## src/rtl/cfgreg_pkg.sv

```systemverilog
package cfgreg_pkg;
    localparam int CFG_W     = 12;
    localparam int REV_W     = 4;
    localparam int PAT_LEN0  = 240;
    localparam int PAT_LEN1  = 304;
    localparam int TAIL_W    = 72;
    // Pattern tails, right-aligned; bits above a tail's own length are zero
    localparam logic [TAIL_W-1:0] TAIL0 = 72'h0000_30F0_6601_2480_F6;
    localparam logic [TAIL_W-1:0] TAIL1 = 72'h30_F066_0124_80F6_9055;
endpackage

```

## src/rtl/cfgreg_edge_detect.sv

```systemverilog
module cfgreg_edge_detect #(
    parameter int N = 4
) (
    input  logic         clk,
    input  logic         rst_n,
    input  logic [N-1:0] lvl_i,
    output logic [N-1:0] rise_o,
    output logic [N-1:0] fall_o
);
    logic [N-1:0] prev_d, prev_q;

    always_comb prev_d = lvl_i;

    always_ff @(posedge clk or negedge rst_n) begin
        if (!rst_n) prev_q <= '0;
        else        prev_q <= prev_d;
    end

    for (genvar g = 0; g < N; g++) begin : g_edge
        assign rise_o[g] = lvl_i[g] & ~prev_q[g];
        assign fall_o[g] = ~lvl_i[g] & prev_q[g];
    end
endmodule

```

## src/rtl/cfgreg_readback.sv

```systemverilog
module cfgreg_readback import cfgreg_pkg::*; #(
    parameter int              CW     = CFG_W,
    parameter logic [REV_W-1:0] REV_ID = 4'h1
) (
    input  logic          clk,
    input  logic          rst_n,
    input  logic          start_i,
    input  logic          active_i,
    input  logic          step_i,
    input  logic [CW-1:0] word_i,
    input  logic          daisy_i,
    output logic          sdo_o
);
    localparam int FLEN0 = CW + REV_W + PAT_LEN0;
    localparam int FLEN1 = CW + REV_W + PAT_LEN1;
    localparam int IW    = $clog2(2 * FLEN1 + 1);
    localparam logic [IW-1:0] FL0  = IW'(FLEN0);
    localparam logic [IW-1:0] FL1  = IW'(FLEN1);
    localparam logic [IW-1:0] TOT0 = IW'(2 * FLEN0);
    localparam logic [IW-1:0] TOT1 = IW'(2 * FLEN1);
    localparam logic [IW-1:0] WEND = IW'(CW);
    localparam logic [IW-1:0] REND = IW'(CW + REV_W);

    typedef struct packed {
        logic [IW-1:0] idx;
        logic          chain;
        logic          sdo;
    } rb_t;

    rb_t q, d;

    logic              fmt;
    logic [IW-1:0]     flen, tot, pos, rem;
    logic [CW-1:0]     wsh;
    logic [REV_W-1:0]  rsh;
    logic [TAIL_W-1:0] tsh;
    logic              fbit;

    always_comb begin
        fmt  = word_i[CW-1];
        flen = fmt ? FL1 : FL0;
        tot  = fmt ? TOT1 : TOT0;
        pos  = (q.idx >= flen) ? (q.idx - flen) : q.idx;
        rem  = flen - IW'(1) - pos;
        wsh  = word_i >> (WEND - IW'(1) - pos);
        rsh  = REV_ID >> (REND - IW'(1) - pos);
        tsh  = (fmt ? TAIL1 : TAIL0) >> rem;
        if (pos < WEND)      fbit = wsh[0];
        else if (pos < REND) fbit = rsh[0];
        else                 fbit = tsh[0];

        d = q;
        if (start_i) begin
            d.idx   = '0;
            d.chain = 1'b0;
            d.sdo   = 1'b0;
        end else if (!active_i) begin
            d.idx = '0;
            d.sdo = 1'b0;
        end else if (step_i) begin
            d.chain = daisy_i;
            if (q.idx < tot) begin
                d.sdo = fbit;
                d.idx = q.idx + IW'(1);
            end else begin
                d.sdo = q.chain;
            end
        end
    end

    always_ff @(posedge clk or negedge rst_n) begin
        if (!rst_n) q <= '0;
        else        q <= d;
    end

    assign sdo_o = q.sdo;

    AST_IDX_BOUND: assert property (@(posedge clk) disable iff (!rst_n)
        q.idx <= TOT1);
    AST_STEP_ONLY: assert property (@(posedge clk) disable iff (!rst_n)
        (active_i && !step_i && !start_i) |=> $stable(q.sdo));
    AST_IDLE_LOW: assert property (@(posedge clk) disable iff (!rst_n)
        !active_i |=> (q.sdo == 1'b0));
    AST_CHAIN_DELAY: assert property (@(posedge clk) disable iff (!rst_n)
        (active_i && step_i && !start_i && q.idx == tot) |=> (q.sdo == $past(q.chain)));
endmodule

```

## src/rtl/cfgreg_serial.sv

```systemverilog
module cfgreg_serial import cfgreg_pkg::*; #(
    parameter int               CW      = CFG_W,
    parameter logic [REV_W-1:0] REV_ID  = 4'h1,
    parameter logic [CW-1:0]    CFG_RST = '0
) (
    input  logic          clk,
    input  logic          rst_n,
    input  logic          arm_strobe_i,
    input  logic          acq_ctl_i,
    input  logic          wr_clk_i,
    input  logic          wr_dat_i,
    input  logic          rd_clk_i,
    input  logic          daisy_i,
    output logic          rd_dat_o,
    output logic [CW-1:0] cfg_word_o
);
    localparam int CNT_W = $clog2(CW + 2);
    localparam logic [CNT_W-1:0] FULL = CNT_W'(CW);
    localparam logic [CNT_W-1:0] OVER = CNT_W'(CW + 1);

    typedef struct packed {
        logic             sess;
        logic [CNT_W-1:0] cnt;
        logic [CW-1:0]    shreg;
        logic [CW-1:0]    cfg;
    } st_t;

    st_t  q, d;
    logic open_p;

    logic [3:0] lvl, rise, fall;
    logic arm_rise, acq_rise, wr_fall, rd_rise;

    assign lvl = {rd_clk_i, wr_clk_i, acq_ctl_i, arm_strobe_i};

    cfgreg_edge_detect #(.N(4)) u_edges (
        .clk    (clk),
        .rst_n  (rst_n),
        .lvl_i  (lvl),
        .rise_o (rise),
        .fall_o (fall)
    );

    assign arm_rise = rise[0];
    assign acq_rise = rise[1];
    assign wr_fall  = fall[2];
    assign rd_rise  = rise[3];

    always_comb begin
        d      = q;
        open_p = 1'b0;
        if (arm_rise && !acq_ctl_i) begin
            d.sess  = 1'b1;
            d.cnt   = '0;
            d.shreg = '0;
            open_p  = 1'b1;
        end else if (q.sess && acq_rise) begin
            d.sess = 1'b0;
            if (q.cnt == FULL) d.cfg = q.shreg;
        end else if (q.sess && wr_fall) begin
            if (q.cnt < FULL) begin
                d.shreg = {q.shreg[CW-2:0], wr_dat_i};
                d.cnt   = q.cnt + CNT_W'(1);
            end else begin
                d.cnt = OVER;
            end
        end
    end

    always_ff @(posedge clk or negedge rst_n) begin
        if (!rst_n) begin
            q       <= '0;
            q.cfg   <= CFG_RST;
        end else begin
            q <= d;
        end
    end

    cfgreg_readback #(.CW(CW), .REV_ID(REV_ID)) u_rb (
        .clk      (clk),
        .rst_n    (rst_n),
        .start_i  (open_p),
        .active_i (q.sess),
        .step_i   (rd_rise),
        .word_i   (q.shreg),
        .daisy_i  (daisy_i),
        .sdo_o    (rd_dat_o)
    );

    assign cfg_word_o = q.cfg;

    AST_OPEN_SESS: assert property (@(posedge clk) disable iff (!rst_n)
        (arm_rise && !acq_ctl_i) |=> (q.sess && q.cnt == '0));
    AST_NO_OPEN_HIGH: assert property (@(posedge clk) disable iff (!rst_n)
        (!q.sess && arm_rise && acq_ctl_i) |=> !q.sess);
    AST_MSB_SHIFT: assert property (@(posedge clk) disable iff (!rst_n)
        (q.sess && wr_fall && q.cnt < FULL && !arm_rise && !acq_rise)
        |=> (q.shreg[0] == $past(wr_dat_i)));
    AST_CNT_RANGE: assert property (@(posedge clk) disable iff (!rst_n)
        q.cnt <= OVER);
    AST_PARTIAL_KEEP: assert property (@(posedge clk) disable iff (!rst_n)
        (q.sess && acq_rise && q.cnt != FULL) |=> $stable(q.cfg));
    AST_COMMIT_FULL: assert property (@(posedge clk) disable iff (!rst_n)
        (q.sess && acq_rise && q.cnt == FULL) |=> (q.cfg == $past(q.shreg)));
    AST_HOLD_OUTSIDE: assert property (@(posedge clk) disable iff (!rst_n)
        !q.sess |=> $stable(q.cfg));
endmodule

```

## config.mk

```make
export PLATFORM = sky130hd
export DESIGN_NAME = cfgreg_serial
export DESIGN_NICKNAME = d
export VERILOG_FILES = /design/src/rtl/cfgreg_pkg.sv /design/src/rtl/cfgreg_edge_detect.sv /design/src/rtl/cfgreg_readback.sv /design/src/rtl/cfgreg_serial.sv
export SDC_FILE = /design/constraint.sdc
export NUM_CORES = 1
export LEC_CHECK = 0
export BUFFER_PORTS_ARGS = -buffer_cell sky130_fd_sc_hd__buf_2
export CAP_MARGIN = 30
export CORE_UTILIZATION = 25
export DETAILED_ROUTE_END_ITERATION = 10
export GPL_ROUTABILITY_DRIVEN = 0
export MAX_ROUTING_LAYER = met4
export PLACE_DENSITY = 0.38
export SLEW_MARGIN = 25
export SYNTH_ARGS = -nofsm -noshare
export SYNTH_HDL_FRONTEND = slang
export SYNTH_SLANG_ARGS = --single-unit
```

## constraint.sdc

```tcl
create_clock -name clk -period 2.8 [get_ports clk]
set_input_delay 0.28 -clock clk [delete_from_list [all_inputs] [get_ports clk]]
set_output_delay 0.28 -clock clk [all_outputs]
set_load 0.005 [all_outputs]
```

# Yosys cells after proc, flatten, opt, wreduce, memory -nomap -nowiden
# Cells that the tools add are included.
[totals]
out_inout_bits = 13
in_bits = 8
wordCells = 70
ff_bits = 45
[op_classes]
reduce_logical = 14
order_cmp = 5
n_addsub = 7
shifts = 3
bitwise_logic = 9
mux = 20
eq_ne = 4
[ops]
columns = ["operator", "n"]
rows = [
  ["$shr A72 B10 Y1", 1],
  ["$mux W70", 1],
  ["$mux W12", 3],
  ["$mux W16", 2],
  ["$mux W10", 3],
  ["$sub A10 B10 Y10", 2],
  ["$sub A4 B10 Y10 const A", 2],
  ["$mux W17", 1],
  ["$shr A12 B10 Y1", 1],
  ["$add A10 B1 Y10 const B", 1],
  ["$ge A10 B10 Y1", 1],
  ["$lt A10 B10 Y1", 1],
  ["$lt A10 B4 Y1 const B", 1],
  ["$lt A10 B5 Y1 const B", 1],
  ["$reduce_bool A2 Y1", 5],
  ["$shr A1 B10 Y1 const A", 1],
  ["$sub A10 B1 Y10 const B", 1],
  ["$mux W8", 1],
  ["$mux W1", 7],
  ["$mux W7", 1],
  ["$ne A3 B1 Y1 const B", 2],
  ["$reduce_and A2 Y1", 3],
  ["$reduce_and A3 Y1", 2],
  ["$not A1 Y1", 5],
  ["other kinds (8)", 13],
]

# Logic depth before layout (Yosys ltp)
# Gate-level depths: netlist of run 1.
[logic_depth]
ltp_word = 11
mapped_depth = 14
depth_no_buf = 13

# Cells and area by module
# Synthesis of run 1 repeated with hierarchy kept, for this count alone.
[unflattened]
hier_cells = 291
area_unflattened_um2 = 2871.5
[modules_own_cells]
columns = ["mod", "instances", "seq_area_each_um2", "area_per_inst_um2", "cells_each"]
rows = [
  ["cfgreg_readback", 1, 300.3, 1383.8, 172],
  ["cfgreg_serial", 1, 725.7, 1337.5, 107],
  ["cfgreg_edge_detect", 1, 100.1, 150.1, 12],
]

# Worst setup path before layout of run 1
# OpenSTA, ideal clock, no wires.
[synth_timing]
path_kind = "register -> register"
from = "register u_rb.q[2] (netlist bit)"
to = "register u_rb.q (netlist bit u_rb.sdo_o)"
period_less_slack_ps = 3100
path_stages_with_launch = 14
path_slack_ps = -300
arrival_time_ps = 2999
n_path_buf = 2
path_cell_list = "dfrtp_1 > clkbuf_1 > clkbuf_1 > inv_1 > ha_1 > and4b_4 > a311oi_4 > nor2_1 > nor2_1 > ha_1 > or3_1 > nor4_1 > o41ai_1 > o32ai_1"
[synth_via]
elab_chain_len = 10
[synth_lines]
columns = ["element", "line_no", "source"]
rows = [
  ["from (decl)", "cfgreg_readback.sv:30", "rb_t q, d;"],
  ["from (signal assigned)", "cfgreg_readback.sv:72", "if (!rst_n) q <= '0;"],
  ["from (signal assigned)", "cfgreg_readback.sv:73", "else q <= d;"],
  ["$sub A10 B10 Y10 or $ge A10 B10 Y1 (tied branches)", "cfgreg_readback.sv:43", "pos = (q.idx >= flen) ? (q.idx - flen) : q.idx;"],
  ["$mux W10", "cfgreg_readback.sv:43", ""],
  ["$sub A10 B10 Y10 or $sub A4 B10 Y10 (tied branches)", "cfgreg_readback.sv:44, cfgreg_readback.sv:46", ""],
  ["$shr A72 B10 Y1 or $shr A1 B10 Y1 (tied branches)", "cfgreg_readback.sv:47, cfgreg_readback.sv:46", ""],
  ["$mux W1", "cfgreg_readback.sv:49", "else if (pos < REND) fbit = rsh[0];"],
  ["$mux W1", "cfgreg_readback.sv:48", "if (pos < WEND) fbit = wsh[0];"],
  ["$mux W1 (*)", "cfgreg_readback.sv:62", "if (q.idx < tot) begin"],
  ["$mux W12 (*)", "cfgreg_readback.sv:60", "end else if (step_i) begin"],
  ["$mux W1 (*)", "cfgreg_readback.sv:57", "end else if (!active_i) begin"],
  ["$mux W12 (*)", "cfgreg_readback.sv:53", "if (start_i) begin"],
]
# Mark *: on every way between the ends. The rest lies on a longest branch, timed or not. The select of a mux whose other input is x is not followed.
# A chain may end at the register's enable or synchronous reset.

# Worst setup path after layout of run 1
[layout_timing]
from = "register q[23] (netlist bit)"
to = "register u_rb.q (netlist bit u_rb.sdo_o)"
[layout_via]
elab_chain_len = 11
[layout_lines]
columns = ["element", "line_no", "source"]
rows = [
  ["from (decl)", "cfgreg_serial.sv:28", "st_t q, d;"],
  ["$mux W7", "cfgreg_readback.sv:41", "flen = fmt ? FL1 : FL0;"],
  ["$sub A10 B10 Y10 or $ge A10 B10 Y1 (tied branches)", "cfgreg_readback.sv:43", ""],
  ["$mux W10", "cfgreg_readback.sv:43", ""],
  ["$sub A10 B10 Y10 or $sub A4 B10 Y10 (tied branches)", "cfgreg_readback.sv:44, cfgreg_readback.sv:46", ""],
  ["$shr A72 B10 Y1 or $shr A1 B10 Y1 (tied branches)", "cfgreg_readback.sv:47, cfgreg_readback.sv:46", ""],
  ["$mux W1", "cfgreg_readback.sv:49", ""],
  ["$mux W1", "cfgreg_readback.sv:48", ""],
  ["$mux W1 (*)", "cfgreg_readback.sv:62", ""],
  ["$mux W12 (*)", "cfgreg_readback.sv:60", ""],
  ["$mux W1 (*)", "cfgreg_readback.sv:57", ""],
  ["$mux W12 (*)", "cfgreg_readback.sv:53", ""],
]
# Marked as above.

==> results of run 1 <==
==> placed cells by master (no fill, tap or decap), types with 11 or more instances in the layout <==
cell	count
dfrtp_1	45
mux2_2	12
nand2_1	38
buf_2	20
a21oi_1	21
nor2_1	21
xnor2_1	11
buf_4	39
==> logic make-up after synthesis <==
family,Yosys count,synth area share [%]
buf+inv,39,7.28
simple gates,102,18.4
xor+xnor,11,3.50
fa+ha+maj,13,5.91
flops,45,40.9
compound gates,62,16.0
mux,18,8.00
==> critical path: stages, from the launching register on <==
cell      delay (ns)
dfrtp_1         0.42
ha_4            0.19
ha_4            0.16
nor2b_4         0.19
buf_6           0.13
a311oi_4        0.03
nor2_1          0.16
nor2_1          0.06
ha_1            0.28
or3_1           0.32
nor4_2          0.29
o41ai_2         0.14
o32ai_1         0.27
==> routing by layer <==
layer	share of wire [%]	wire length (µm)	track usage, %
met1	49	3450	17.1
met2	46	3240	20.5
met3	1.9	134	1.46
met4	2.2	153	4.70
met5	0	0	-
==> worst max path at each step <==
stage                                      from                     end  slack, ns  cells past startpoint
after global placement        q[23]$_DFFE_PN0P_  u_rb.sdo_o$_DFFE_PN0P_       0.04                     12
final                         q[23]$_DFFE_PN0P_  u_rb.sdo_o$_DFFE_PN0P_       0.05                     12
after global routing          q[23]$_DFFE_PN0P_  u_rb.sdo_o$_DFFE_PN0P_      -0.06                     12
after CTS                 u_rb.q[8]$_DFFE_PN0P_  u_rb.sdo_o$_DFFE_PN0P_       0.05                     12
after detailed placement      q[23]$_DFFE_PN0P_  u_rb.sdo_o$_DFFE_PN0P_      -0.08                     12
after floorplan           u_rb.q[8]$_DFFE_PN0P_  u_rb.sdo_o$_DFFE_PN0P_      0.004                     12
==> cell type report <==
type | count | area [µm²]
fill | 1080 | 7150
sequential | 45 | 1130
multi-input combinational | 206 | 1500
clock buffer | 5 | 68.8
inverter | 12 | 45.0
tap | 136 | 170
clock inverter | 3 | 17.5
timing repair buffer | 62 | 434
==> registers in the layout, summed over array words and instances (netlist names) <==
| name | flops |
|---|---|
| q | 17 |
| u_rb.sdo_o | 1 |
| cfg_word_o | 12 |
| u_edges.prev_q | 4 |
| u_rb.q | 11 |
==> repair_timing <==
action / in CTS / in global routing
pin swaps: 3 / 10
endpoints found under the hold margin: 18 / 0
resized for setup: 4 / 12
setup buffers: 8 / 2
endpoints found under the setup margin: 1 / 1
hold buffers: 1 / 0
==> per-stage QoR <==
stage,hold WS (ns),cells,worst slack [ns]
final,0.0962,469,0.0540
after global routing,0.0841,469,-0.0596
after CTS,0.0874,467,0.0478
after detailed placement,0.298,450,-0.0841
after global placement,0.300,450,0.0412
after floorplan,-0.0156,290,0.00384
==> power by group <==
part / switching [mW] / internal, mW
Clock: 0.234 / 0.173
Combinational: 0.0820 / 0.0545
Sequential: 0.0263 / 0.679
==> flow_summary_export.csv, run 1 <==
group,metric,value,unit
grt,overflow,0,
clocking,clk_latency,0.30,ns
routing,routed-via-count,2190,
setup_path,reg2reg_depth,12,
setup_path,arrival,2.95,ns
setup_path,path_class,"reg -> reg",
setup_path,cp_max_fo,6,
routing,avgRoutedWirePerCell,14.9,µm
timing,period_needed,2.75,ns
clocking,cts_num_sinks,45,
routing,wl,6.98,mm
grt,grt_max_degree,21,
hold_path,min_from,"arm_strobe_i",
routing,drt.antenna.violating_nets,0,
synthesis,ys_ff_latch,45,
synthesis,synth-edff-count,0,
place,dpl_cell_area,3110,µm²
setup_path,r2r-start,"q[23]$_DFFE_PN0P_",
floorplan,core.rowCount,37,
power,ir_drop,0.332,mV
synthesis,postSynthCellCount,290,
timing,setup_viol,0,
timing,hold_viol,0,
hold_path,min_path_cells,1,
final_layout,n_antenna_cell,0,
grt,grt_pass1_vias,2178,
run,maxCapViolCount,0,
setup_path,worst_setup_path_start_kind,"flip-flop",
floorplan,initial_core_util,26.2,%
synthesis,avgSynthCellArea,9.49,µm²
timing,drv_slew,0,
timing,setup_tns,0,ns
setup_path,endpoint_kind,"flip-flop",
floorplan,die_x,107,µm
synthesis,ys_types,56,
routing,drt_iter0_markers,69,
status,status,"finished clean",
synthesis,synth_area_leaders,"dfrtp_1 41%, ha_1 5.9%, nand2_1 5.2%",
timing,relSlewSlack,49.8,%
final_layout,nNetsFinal,353,
timing,tightest_slew,0.734,ns
clocking,htree_levels,2,
synthesis,synth_common_cells,"45 x dfrtp_1, 38 x nand2_1, 21 x a21oi_1, 21 x nor2_1, 13 x ha_1",
synthesis,ys.flop_type,"dfrtp_1",
final_layout,postLayoutCellArea,3360,µm²
power,power_density,372,nW/µm²
power,finalPower,1.25,mW
synthesis,syn-num-nets,311,
setup_path,cp.required,3.01,ns
grt,antenna_found_initial,0,
setup_path,r2r_end,"u_rb.sdo_o$_DFFE_PN0P_",
synthesis,async_reset_ff_share,100,%
place,dpl.hpwl,5.14,mm
floorplan,die_height,107,µm
clocking,cts_tree,"built",
grt,grt_pass1_wl,11.2,mm
place,numPortBuffers,20,
clocking,clk_pin_slew,0.09,ns
power,leakage,1.42,nW
final_layout,syn_to_final_growth,22.1,%
clocking,numCtsBuffers,5,
floorplan,dieArea,11400,µm²
setup_path,rrSetupSlack,0.05,ns
synthesis,synth_top_area_cell,"dfrtp_1",
synthesis,syn_area,2750,µm²
synthesis,yosysSeqAreaShare,40.9,%
floorplan,coreArea,10500,µm²
grt,grtUsageTotal,12.9,%
hold_path,hold_path.class,"in -> reg",
hold_path,holdPathEnd,"u_edges.prev_q[0]$_DFF_PN0_",
floorplan,ios,21,
final_layout,final_util,32.0,%
clocking,cts-root-buf,"clkbuf_8",
synthesis,ys_warn_count,0,
synthesis,synthMostInstantiatedCell,"dfrtp_1",
routing,dr.pass1.iters,4,
timing,skew,0.00699,ns
routing,drc,0,
synthesis,synthDominantCellAreaShare,40.9,%
clocking,cts_buffer_depth,2,
timing,finalCritPeriodShare,98.1,%
final_layout,drive_above_1_share,31.2,%
timing,max_freq,0.364,GHz
routing,drt-vias-per-instance,4.67,
Power figures use the tool's default switching activity.
==> run 2, diff against run 1 <==
--- a/config.mk
+++ b/config.mk
@@ -5,6 +5,7 @@
 export SDC_FILE = /design/constraint.sdc
 export NUM_CORES = 1
 export LEC_CHECK = 0
+export ABC_AREA = 1
 export BUFFER_PORTS_ARGS = -buffer_cell sky130_fd_sc_hd__buf_2
 export CAP_MARGIN = 30
 export CORE_UTILIZATION = 25
==> run 2 against run 1 <==
- the run now ends with setup timing left
- combinational power grew 140%
- fmax is 4.1% lower
- routed wire length increased by 3.9%
- worst setup slack got worse by 0.12 ns
- sequential share of layout area fell by 0.075 points
- register-to-register slack got worse by 0.12 ns
- hold slack worse by 0.0073 ns
==> flow_summary_export.csv, run 2 <==
group,metric,value,unit
setup_path,r2r-start,"q[23]$_DFFE_PN0P_",
setup_path,reg2reg_depth,25,
timing,setup_viol,1,
routing,wl,7.26,mm
timing,period_needed,2.86,ns
timing,skew,0.00826,ns
setup_path,arrival,3.11,ns
grt,grtUsageTotal,14.1,%
timing,hold_viol,0,
final_layout,final_common_cell,"nand2_1",
power,netSwitchingPower,0.485,mW
final_layout,nNetsFinal,424,
setup_path,worst_setup_path_start_kind,"flip-flop",
floorplan,ios,21,
grt,overflow,0,
grt,antenna_found_initial,0,
timing,drv_slew,0,
clocking,htree_levels,2,
setup_path,cp_top_family,"simple AND/OR/NAND/NOR gates",
clocking,cts_tree,"built",
timing,finalCritPeriodShare,102,%
clocking,cts_num_sinks,45,
place,dpl.hpwl,5.55,mm
clocking,clk_latency,0.31,ns
final_layout,layout_common_cells,"57 x nand2_1, 45 x inv_1, 44 x dfrtp_1",
synthesis,synthMostInstantiatedCell,"nand2_1",
power,pwr-share-clk,30.7,%
routing,drt-vias-per-instance,4.63,
clocking,cts-root-buf,"clkbuf_8",
run,maxCapViolCount,0,
setup_path,crit_buf_inv,1,
synthesis,synthDominantCellAreaShare,41.2,%
power,ir_drop,0.285,mV
setup_path,r2r_end,"u_rb.sdo_o$_DFFE_PN0P_",
clocking,clk_pin_slew,0.08,ns
synthesis,synth_top_area_cell,"dfrtp_1",
synthesis,async_reset_ff_share,100,%
routing,drt_iter0_markers,97,
setup_path,path_class,"reg -> reg",
synthesis,syn-num-nets,379,
timing,rsz0062_at_grt,"true",
floorplan,initial_core_util,26.1,%
place,dp_cells,525,
synthesis,synth-edff-count,0,
timing,whs,0.0889,ns
status,violations,"setup timing",
grt,grt_max_degree,25,
setup_path,cp.required,3.05,ns
setup_path,rrSetupSlack,-0.06,ns
power,cell_internal_pwr,1.16,mW
hold_path,min_from,"arm_strobe_i",
setup_path,cp_slowest_cell,"dfrtp_2",
floorplan,dieArea,11400,µm²
final_layout,largest_register_ff_count,17,
synthesis,ys.flop_type,"dfrtp_1",
timing,fin_ws,-0.0645,ns
synthesis,ys_warn_count,0,
power,p_comb_share,19.8,%
place,numPortBuffers,20,
power,seqPwrFrac,49.6,%
timing,relSlewSlack,39.2,%
synthesis,syn_area,2730,µm²
setup_path,cp_max_fo,4,
hold_path,min_path_cells,1,
power,leakage,1.62,nW
power,finalPower,1.65,mW
synthesis,synth_area_leaders,"dfrtp_1 41%, nand2_1 8.4%, inv_1 6.3%",
synthesis,yosysSeqAreaShare,41.2,%
status,status,"complete, but fails checks",
synthesis,synth_common_cells,"61 x nand2_1, 46 x inv_1, 45 x dfrtp_1, 39 x nor2_1, 33 x a21oi_1",
hold_path,hold_path.class,"in -> reg",
final_layout,stdcell_count,540,
place,place_ws,-0.137,ns
setup_path,critPathMaxStageDelay,0.43,ns
floorplan,die_x,107,µm
routing,routed-via-count,2499,
clocking,cts_buffer_depth,2,
synthesis,ys_ff_latch,45,
setup_path,crit_path_frequent_cell,"nand2_1",
floorplan,core.rowCount,37,
floorplan,die_height,107,µm
grt,grt_pass1_vias,2480,
power,p_sw_share,29.5,%
timing,tightest_slew,0.904,ns
floorplan,coreArea,10500,µm²
routing,drt.antenna.violating_nets,0,
final_layout,n_antenna_cell,0,
synthesis,postSynthCellCount,358,
routing,drc,0,
final_layout,top_register,"q",
final_layout,drive_above_1_share,24.0,%
timing,max_freq,0.349,GHz
power,power_density,488,nW/µm²
routing,avgRoutedWirePerCell,13.4,µm
synthesis,avgSynthCellArea,7.64,µm²
final_layout,syn_to_final_growth,23.3,%
hold_path,holdPathEnd,"u_edges.prev_q[0]$_DFF_PN0_",
setup_path,endpoint_kind,"flip-flop",
final_layout,final_util,32.2,%
synthesis,ys_types,30,
clocking,numCtsBuffers,5,
grt,grt_pass1_wl,12.2,mm
routing,dr.pass1.iters,4,
run 2: cell count changes after synthesis, sizes merged, moves of 6 or more:
cell    before  now
mux2        12    0
nand3        4   31
inv         10   50
xnor2       11    0
nand2b       8    0
clkbuf      12    4
a21oi       22   33
o22ai        1   13
o21ai        9   15
nor2        21   42
nand2       38   66
run 2: worst register-to-register path: cells and delay by family (launching register included):
family / cells / cell delay (ns)
compound gates: 2 / 0.21
fa+ha+maj: 3 / 0.64
buf+inv: 1 / 0.13
flops: 1 / 0.43
simple gates: 19 / 1.39
run 2: final cells by class:
class                   count  area (µm²)
inverters                  53         200
clock inverters             2        38.8
well taps                 136         170
flip-flops and latches     45        1130
repair buffers             57         380
clock buffers               6        72.6
fillers                  1167        7090
multi-input cells         241        1380
run 2: stage by stage:
step | cell area (µm²) | setup TNS [ns]
6_report | 3370 | -0.0645
5_1_grt | 3370 | -0.339
4_1_cts | 3340 | -0.0581
3_5_place_dp | 3120 | -0.137
3_3_place_gp | 3120 | -0.115
2_1_floorplan | 2740 | 0
run 2: power groups by stage:
stage	registers, mW	logic (mW)	clock network [mW]
6_report	0.816	0.325	0.505
5_1_grt	0.831	0.377	0.555
4_1_cts	0.818	0.333	0.522
3_5_place_dp	0.832	0.328	0
3_3_place_gp	0.827	0.328	0
2_1_floorplan	0.817	0.273	0
run 2: what timing repair did:
item | CTS | global route
hold buffers | 1 | 0
endpoints found under the hold margin | 21 | 0
setup endpoints to repair | 1 | 1
pin swaps | 13 | 17
setup buffers | 4 | 2
gates resized for setup | 15 | 5
run 2: how the worst max path moves through the flow:
stage,from,end,slack (ns),cells after the start
floorplan,q[23]$_DFFE_PN0P_,u_rb.sdo_o$_DFFE_PN0P_,0.00004,27
global placement,q[23]$_DFFE_PN0P_,u_rb.sdo_o$_DFFE_PN0P_,-0.11,25
detailed placement,q[23]$_DFFE_PN0P_,u_rb.sdo_o$_DFFE_PN0P_,-0.14,25
CTS,q[23]$_DFFE_PN0P_,u_rb.sdo_o$_DFFE_PN0P_,-0.06,27
global route,q[23]$_DFFE_PN0P_,u_rb.sdo_o$_DFFE_PN0P_,-0.34,25
finish,q[23]$_DFFE_PN0P_,u_rb.sdo_o$_DFFE_PN0P_,-0.06,25
run 2: kinds of logic after synthesis:
kind of cell / count (synthesis) / synth area share, %
buffers and inverters: 72 / 11.8
XOR/XNOR: 3 / 0.961
flip-flops: 45 / 41.2
AO/OA/AOI/OAI: 72 / 14.9
adder cells (fa/ha/maj): 13 / 5.95
AND/OR/NAND/NOR: 153 / 25.3
run 2: metal layers:
layer / vias to the layer above / GRT usage [%] / wire length (µm)
met1: 1168 / 18.0 / 3420
met5: - / - / 0
met3: 15 / 2.55 / 270
li1: 1262 / - / -
met4: 0 / 5.68 / 161
met2: 54 / 22.2 / 3410
